**src/rtl/fabcnt_pkg.sv**
```systemverilog
package fabcnt_pkg;
  localparam int REG_W  = 32;
  localparam int SEL_W  = 4;
  localparam int PID_W  = 2;
  localparam int WIDE_W = 64;

  localparam logic [7:0] A_CTRL_LO = 8'h20;
  localparam logic [7:0] A_CTRL_HI = 8'h24;
  localparam logic [7:0] A_WIDE0   = 8'h28;  // first 64-bit register, next one 8 bytes above

  localparam int B_CLR  = 0;
  localparam int B_HOLD = 8;
  localparam int B_SEL  = 16;
  localparam int B_PID  = 20;
  localparam int B_FILT = 23;

  typedef struct packed {
    logic             filt;
    logic [PID_W-1:0] pid;
    logic [SEL_W-1:0] sel;
    logic             hold;
    logic             clr;
  } fab_ctrl_t;
endpackage

```
**src/rtl/fab_ctrl_reg.sv**
```systemverilog
module fab_ctrl_reg
  import fabcnt_pkg::*;
(
  input  logic             clk,
  input  logic             rst_n,
  input  logic             wr_en,
  input  logic [REG_W-1:0] wdata,
  output fab_ctrl_t        ctrl,
  output logic             cfg_chg
);
  fab_ctrl_t nxt;

  always_comb begin
    nxt.clr  = wdata[B_CLR];
    nxt.hold = wdata[B_HOLD];
    nxt.sel  = wdata[B_SEL +: SEL_W];
    nxt.pid  = wdata[B_PID +: PID_W];
    nxt.filt = wdata[B_FILT];
  end

  // a change of what is being counted restarts the count
  assign cfg_chg = wr_en && ((nxt.sel != ctrl.sel) || (nxt.pid != ctrl.pid) ||
                             (nxt.filt != ctrl.filt));

  always_ff @(posedge clk) begin
    if (!rst_n) ctrl <= '0;
    else if (wr_en) ctrl <= nxt;
  end
endmodule

```
**src/rtl/fab_evt_filter.sv**
```systemverilog
module fab_evt_filter
  import fabcnt_pkg::*;
#(
  parameter int NUM_EVT = 8
) (
  input  logic [NUM_EVT-1:0]       ev_pulse,
  input  logic [NUM_EVT*PID_W-1:0] ev_port,
  input  fab_ctrl_t                ctrl,
  output logic                     hit
);
  logic [NUM_EVT-1:0] match;

  for (genvar i = 0; i < NUM_EVT; i++) begin : g_src
    assign match[i] = ev_pulse[i] &&
                      (!ctrl.filt || (ev_port[i*PID_W +: PID_W] == ctrl.pid));
  end

  always_comb begin
    hit = 1'b0;
    for (int i = 0; i < NUM_EVT; i++) begin
      if (ctrl.sel == SEL_W'(i)) hit = match[i];
    end
  end
endmodule

```
**src/rtl/fab_evt_counter.sv**
```systemverilog
module fab_evt_counter
  import fabcnt_pkg::*;
#(
  parameter int CNT_W = 60
) (
  input  logic             clk,
  input  logic             rst_n,
  input  logic             hit,
  input  logic             cfg_chg,
  input  fab_ctrl_t        ctrl,
  output logic [CNT_W-1:0] cnt,
  output logic [SEL_W-1:0] echo
);
  always_ff @(posedge clk) begin
    if (!rst_n) begin
      cnt  <= '0;
      echo <= '0;
    end else begin
      echo <= ctrl.sel;
      if (cfg_chg || ctrl.clr) cnt <= '0;
      else if (!ctrl.hold && hit) cnt <= cnt + CNT_W'(1);
    end
  end
endmodule

```
**src/rtl/fab_free_clk.sv**
```systemverilog
module fab_free_clk #(
  parameter int CLK_W = 64
) (
  input  logic             clk,
  input  logic             rst_n,
  output logic [CLK_W-1:0] cyc
);
  always_ff @(posedge clk) begin
    if (!rst_n) cyc <= '0;
    else cyc <= cyc + CLK_W'(1);
  end
endmodule

```
**src/rtl/fab_rd_port.sv**
```systemverilog
module fab_rd_port
  import fabcnt_pkg::*;
#(
  parameter int NWIDE  = 2,
  parameter int ADDR_W = 8
) (
  input  logic                         clk,
  input  logic                         rst_n,
  input  logic                         rd_en,
  input  logic [ADDR_W-1:0]            addr,
  input  logic [REG_W-1:0]             ctrl_word,
  input  logic [NWIDE-1:0][WIDE_W-1:0] wide,
  output logic                         rsp_valid,
  output logic [REG_W-1:0]             rsp_data
);
  logic [NWIDE-1:0][REG_W-1:0] shadow;
  logic [REG_W-1:0]            rd_mux;

  for (genvar k = 0; k < NWIDE; k++) begin : g_shadow
    localparam logic [ADDR_W-1:0] LO = ADDR_W'(A_WIDE0) + ADDR_W'(8 * k);
    always_ff @(posedge clk) begin
      if (!rst_n) shadow[k] <= '0;
      else if (rd_en && addr == LO) shadow[k] <= wide[k][WIDE_W-1:REG_W];
    end
  end

  always_comb begin
    rd_mux = '0;
    if (addr == ADDR_W'(A_CTRL_LO)) rd_mux = ctrl_word;
    for (int k = 0; k < NWIDE; k++) begin
      if (addr == ADDR_W'(A_WIDE0) + ADDR_W'(8 * k))     rd_mux = wide[k][REG_W-1:0];
      if (addr == ADDR_W'(A_WIDE0) + ADDR_W'(8 * k + 4)) rd_mux = shadow[k];
    end
  end

  always_ff @(posedge clk) begin
    if (!rst_n) begin
      rsp_valid <= 1'b0;
      rsp_data  <= '0;
    end else begin
      rsp_valid <= rd_en;
      if (rd_en) rsp_data <= rd_mux;
    end
  end
endmodule

```
**src/rtl/fab_traffic_counter.sv**
```systemverilog
module fab_traffic_counter
  import fabcnt_pkg::*;
#(
  parameter int NUM_EVT = 8,
  parameter int CNT_W   = 60,
  parameter int CLK_W   = 64,
  parameter int ADDR_W  = 8
) (
  input  logic                       clk,
  input  logic                       rst_n,
  input  logic                       acc_valid,
  input  logic                       acc_write,
  input  logic [ADDR_W-1:0]          acc_addr,
  input  logic [REG_W-1:0]           acc_wdata,
  output logic                       rsp_valid,
  output logic [REG_W-1:0]           rsp_data,
  input  logic [NUM_EVT-1:0]         ev_pulse,
  input  logic [NUM_EVT*PID_W-1:0]   ev_port
);
  localparam int CNT_FIELD = WIDE_W - SEL_W;

  fab_ctrl_t              ctrl;
  logic                   cfg_chg;
  logic                   hit;
  logic [CNT_W-1:0]       cnt_q;
  logic [SEL_W-1:0]       echo_q;
  logic [CLK_W-1:0]       cyc_q;
  logic [REG_W-1:0]       ctrl_word;
  logic [1:0][WIDE_W-1:0] wide;
  logic                   ctrl_wr;

  assign ctrl_wr = acc_valid && acc_write && (acc_addr == ADDR_W'(A_CTRL_LO));

  fab_ctrl_reg u_ctrl (
    .clk(clk), .rst_n(rst_n), .wr_en(ctrl_wr), .wdata(acc_wdata),
    .ctrl(ctrl), .cfg_chg(cfg_chg)
  );

  fab_evt_filter #(.NUM_EVT(NUM_EVT)) u_filt (
    .ev_pulse(ev_pulse), .ev_port(ev_port), .ctrl(ctrl), .hit(hit)
  );

  fab_evt_counter #(.CNT_W(CNT_W)) u_cnt (
    .clk(clk), .rst_n(rst_n), .hit(hit), .cfg_chg(cfg_chg), .ctrl(ctrl),
    .cnt(cnt_q), .echo(echo_q)
  );

  fab_free_clk #(.CLK_W(CLK_W)) u_clk (
    .clk(clk), .rst_n(rst_n), .cyc(cyc_q)
  );

  always_comb begin
    ctrl_word                   = '0;
    ctrl_word[B_CLR]            = ctrl.clr;
    ctrl_word[B_HOLD]           = ctrl.hold;
    ctrl_word[B_SEL +: SEL_W]   = ctrl.sel;
    ctrl_word[B_PID +: PID_W]   = ctrl.pid;
    ctrl_word[B_FILT]           = ctrl.filt;
  end

  assign wide[0] = {echo_q, CNT_FIELD'(cnt_q)};
  assign wide[1] = WIDE_W'(cyc_q);

  fab_rd_port #(.NWIDE(2), .ADDR_W(ADDR_W)) u_rd (
    .clk(clk), .rst_n(rst_n), .rd_en(acc_valid && !acc_write), .addr(acc_addr),
    .ctrl_word(ctrl_word), .wide(wide), .rsp_valid(rsp_valid), .rsp_data(rsp_data)
  );
endmodule

```
**config.mk**
```make
export PLATFORM = sky130hd
export DESIGN_NAME = fab_traffic_counter
export DESIGN_NICKNAME = d
export VERILOG_FILES = /design/src/rtl/fabcnt_pkg.sv /design/src/rtl/fab_ctrl_reg.sv /design/src/rtl/fab_evt_filter.sv /design/src/rtl/fab_evt_counter.sv /design/src/rtl/fab_free_clk.sv /design/src/rtl/fab_rd_port.sv /design/src/rtl/fab_traffic_counter.sv
export SDC_FILE = /design/constraint.sdc
export NUM_CORES = 1
export LEC_CHECK = 0
export BUFFER_PORTS_ARGS = -buffer_cell sky130_fd_sc_hd__buf_2
export CORE_ASPECT_RATIO = 1.4
export CORE_UTILIZATION = 34
export DETAILED_ROUTE_END_ITERATION = 8
export SLEW_MARGIN = 20
export SYNTH_ARGS = -nofsm -noshare
export SYNTH_HDL_FRONTEND = slang
export SYNTH_SLANG_ARGS = --single-unit
```
**constraint.sdc**
```tcl
create_clock -name clk -period 2.9 [get_ports clk]
set_input_delay 0.145 -clock clk [delete_from_list [all_inputs] [get_ports clk]]
set_output_delay 0.145 -clock clk [all_outputs]
set_load 0.05 [all_outputs]
```
After elaboration in Yosys (flattened, before gate mapping)
Cells that the tools add are included.

$add $sub $neg: 2. Equality and inequality tests: 23. Muxes and demuxes: 13. Bitwise operators: 1. Reductions and logical operators: 31.

Operator list (number): $mux 32 (4); $add 64x1->64 const B (1); $add 60x1->60 const B (1); $eq 8x6->1 const B (5); $mux 24 (1); $eq 2x2->1 (8); $eq 4x3->1 const B (4); $logic_and 1x1->1 (15); $logic_or 1x1->1 (11); $eq 4x2->1 const B (2); $mux 1 (8); $eq 4x1->1 const B (1); $logic_not 4->1 (1); $ne 4x4->1 (1); $logic_not 1->1 (3); $ne 2x2->1 (1); $reduce_or 2->1 (1); $ne 1x1->1 (1); $not 1->1 (1).

Flip-flop bits (word level): 234. Input port bits: 68. Logic and storage cells: 82.

Depth between registers and ports, before layout
Depth in word-level cells: 12. Mapped depth: 10. Depth with buffers taken out: 7.

Cells and area by module
From an unflattened synthesis, not the netlist that was laid out.

Cells, all modules: 1324. Area, all modules: 11387.2 µm².

Modules (own cells, without submodules): fab_rd_port (instances 1, cells each 556, area each 4793.3 µm², seq. area each 1941.9 µm²); fab_evt_counter (instances 1, cells each 338, area each 2917.8 µm², seq. area each 1281.2 µm²); fab_free_clk (instances 1, cells each 341, area each 2894.0 µm², seq. area each 1281.2 µm²); fab_ctrl_reg (instances 1, cells each 37, area each 412.9 µm², seq. area each 180.2 µm²); fab_evt_filter (instances 1, cells each 47, area each 330.3 µm², seq. area each 0.0 µm²); fab_traffic_counter (instances 1, cells each 5, area each 38.8 µm², seq. area each 0.0 µm²).

Worst setup path before layout
No wires, ideal clock.

Path type: register to register. Start: reg u_ctrl.ctrl[5] (netlist name). End: reg u_cnt.cnt[4]. Library setup time: 0.068 ns. Data arrival time: 2.321 ns. Slack: 0.512 ns. Stages on the path, launching flop included: 10. Buffers on the path: 3. Period minus slack after synthesis: 2.388 ns. Cells stage by stage: dfxtp_1 > buf_6 > or4b_4 > nor4_2 > a211oi_1 > and4_1 > buf_6 > buf_6 > or4_4 > a21oi_2.

Cells in the longest elaborated chain, start to end: 10.

Ends and longest elaborated chain: $logic_not 4->1 (RTL line fab_evt_filter.sv:21) `if (ctrl.sel == SEL_W'(i)) hit = match[i];`; $mux 1 (8 in a row) (RTL line fab_evt_filter.sv:21); $logic_and 1x1->1 (RTL line fab_evt_counter.sv:21) `else if (!ctrl.hold && hit) cnt <= cnt + CNT_W'(1);`; end signal: assignment (RTL line fab_evt_counter.sv:21); end: declaration (RTL line fab_evt_counter.sv:11) `output logic [CNT_W-1:0] cnt,`.

Parallel ways exist; a longest one is shown, timed or not. A chain may end at the register's enable or synchronous reset.

Worst setup path after layout
Start: reg u_ctrl.ctrl[5] (netlist name). End: reg u_cnt.cnt[7].

Cells in the longest elaborated chain, start to end: 10.

Ends and longest elaborated chain (RTL line): $logic_not 4->1 (fab_evt_filter.sv:21); $mux 1 (8 in a row) (fab_evt_filter.sv:21); $logic_and 1x1->1 (fab_evt_counter.sv:21).

Parallel ways exist; a longest one is shown, timed or not.

==> results by group <==
STA
  • Slew Limit Fails: 0
  • Setup TNS: 0 ns
  • Final min period: around 2.6 ns
  • # setup viols final: 0
  • Count of final hold-check violations: 0
  • WHS: ~0.038 ns
  • Worst rel slew slack: a little over two fifths
  • RSZ-0062 raised after global routing: no
  • Worst clock skew: about 0.009 ns
  • Fmax achieved: between 300 and 400 MHz
  • Fin crit share: ~90%
  • Worst slew pin tran: 0.845 ns

Clock network
  • Root Buffer: clkbuf_16
  • H-tree depth: 1
  • Max Root-Sink Buffers: 3
  • Clock-pin slew on the worst setup and hold paths: roughly 0.060 ns
  • # clock sinks: between 200 and 250
  • Cts bufs inserted: 24
  • CTS tree: done
  • Worst skew pair latency: about 0.53 ns

Critical path
  • Startpoint types: flip-flop
  • CP top delay family: simple AND/OR/NAND/NOR gates
  • Kind of critical path: flip-flop to flip-flop
  • Slowest cell on crit path: or4b_4
  • Crit end category: flip-flop
  • Slowest cell delay on critical path: 0.56 ns
  • Crit path DAT: 3.05 ns
  • Bufs and invs on worst path: 1
  • Crit Path Max Fanout: ~120
  • Worst path required time: 3.35 ns
  • Worst-path cell chain: or4b_4 > nor4_2 > a211oi_1 > and4_2 > buf_12 > or4_1 > a21oi_1

Die
  • # IOs: roughly 100
  • Die area: roughly 33000 sq um
  • Initial Utilization: a little over a third
  • Width of the die: between 150 and 200 um
  • Row cnt: 77
  • Die height: 215 um
  • Core area: 31800 sq um

Drt
  • Detailed-route via count: approximately 10000
  • Mean number of vias per cell: around 5.5
  • Post-route ant nets: 0
  • First-pass DRT Iterations: 5
  • Iteration-0 DRC Markers: 652
  • DRC errors left: 0
  • DR WL/cell: about 17 um
  • WL final: a little over 30 mm

Finish
  • Fin cells: 1822
  • NumNets Final: approximately 1500
  • Fraction of layout cells with a size suffix above 1: between 10% and 20%
  • Core Util, Final: 40.3%
  • Synthesis-to-layout area growth: 15.8%

Logic synthesis
  • Most common library cells after synthesis: dfxtp_1 (234), nand2_1 (186), a21oi_1 (156)
  • Cell with the most instances after synthesis: dfxtp_1
  • Netlist cell types: between 50 and 60
  • Ys async rst share: 0%
  • Top cells by area, synth: dfxtp_1 (42%), a21oi_1 (7.1%), nand2_1 (6.3%)
  • Synth Net Count: between 1000 and 1500
  • Post-synth EDFFs: 0
  • Post-synthesis register bit count: about 230
  • Area share of the largest cell type after synthesis: 42.4%
  • Cell taking the most area after synthesis: dfxtp_1
  • Commonest register cell after synthesis: dfxtp_1
  • Cell area after synthesis: ~11000 sq um
  • Synth warnings: 0
  • Post-synthesis average cell area: around 8.1 sq um
  • Register area share after synthesis: a little over two fifths
  • Mapped Cells: 1361

Pwr
  • VDD IR max: ~0.39 mV
  • Leakage: 0.00423 uW
  • Tot Pwr: approximately 6700 uW
  • Pwr Density: 524 nW/um^2

GRT
  • First-pass GRT wire length: ~51 mm
  • Gr usage total: around a fifth
  • Largest net degree at the start of global routing: 116
  • Grt total ovfl: 0
  • Vias in the first global route: 9587
  • Initial antenna violation count: 1

Placement
  • Post-Place Cells: roughly 1800
  • I/O Buffers: between 70 and 80
  • Hpwl dp: 21.9 mm
  • GPL Wtd Cong: between 0.8 and 0.9

Worst hold path
  • Hold Path Class: input port to flip-flop

Status
  • Status: complete, no violations

Job
  • Maxcap violations: 0
-- routing by layer --
layer	wire length [um]	GRT usage, %	part of all wire, %
met2	15700	33.6	50
met4	1450	9.44	4.7
met3	1050	1.95	3.4
met1	13000	22.3	42
met5	0	0	0
-- sequential cells by signal, indices dropped and copies added, names as in the netlist --
register,flops
u_rd.shadow,64
u_clk.cyc,64
u_ctrl.ctrl,9
u_rd.rsp_valid,1
u_cnt.echo,4
u_rd.rsp_data,32
u_cnt.cnt,60
-- worst register-to-register path, delay by kind of cell (launching register included) --
family | cells | cell delay, ns
buffers and inverters | 1 | 0.22
DFF | 1 | 0.37
and+or+nand+nor | 4 | 1.70
AOI/OAI and AO/OA | 2 | 0.25
-- what timing repair did --
item | in CTS | in global routing
endpoints found under the hold margin | 9 | 0
buffers inserted | 0 | 0
hold buffers | 9 | 0
resized for setup | 0 | 0
-- layout make-up --
cell class                      count  area [sq um]
Fill cell                        3240         19000
Multi-Input combinational cell   1005          5900
Sequential cell                   234          4680
Timing Repair Buffer              130           856
Clock buffer                       31           688
Tap cell                          395           494
Clock inverter                     12           124
Inverter                           14          55.1
Antenna cell                        1          2.50
-- cell usage in the layout (no fill, tap or decap), types with 5 or more instances in the layout --
cell,instances
buf_4,40
nand4_1,44
nor3_1,9
dfxtp_1,234
a21oi_1,156
buf_2,77
nor2_1,76
o31ai_1,51
nand2b_1,15
and4_1,18
xnor2_1,24
nor4_1,7
clkbuf_16,25
and2_1,13
and3_1,18
clkinv_2,5
or3_1,21
nand2_1,186
o21ai_0,67
nor2b_1,6
or4_1,49
dlygate4sd3_1,9
nor4_2,5
inv_1,13
a22oi_1,32
o21ai_1,13
nand3_1,71
mux2i_1,15
xor2_1,48
o2bb2ai_1,25
-- stage by stage --
| step | instance area, sq um | setup WS [ns] |
|---|---|---|
| 6_report | 12800 | 0.293 |
| 4_1_cts | 12800 | 0.299 |
| 5_1_grt | 12800 | 0.0763 |
| 2_1_floorplan | 11100 | 0.512 |
| 3_5_place_dp | 11900 | 0.318 |
| 3_3_place_gp | 11900 | 0.369 |
-- logic make-up after synthesis --
logic type	Yosys count	share of synthesized area (%)
XOR/XNOR	72	5.70
AND/OR/NAND/NOR	560	26.5
AO/OA/AOI/OAI	356	19.2
adder cells (fa/ha/maj)	2	0.226
multiplexers	15	1.36
flip-flops	234	42.4
buffers and inverters	122	4.68
-- worst paths after layout --
kind	endpoint	cells past startpoint	from	slack, ns
max	u_cnt.cnt[7]	7	u_ctrl.ctrl[5]	0.29
min	u_rd.rsp_data[0]	3	rst_n	0.04
max reg2reg	u_cnt.cnt[7]	7	u_ctrl.ctrl[5]	0.29
min reg2reg	u_rd.shadow[29]	2	u_cnt.echo[1]	0.44
-- power breakdown --
group	switching (uW)	total, uW	internal [uW]	leakage [uW]
registers	11.1	3240	3230	0.00189
clock network	1340	3200	1860	0.000392
logic	193	276	83.0	0.00195
(Power assumes the default switching activity.)
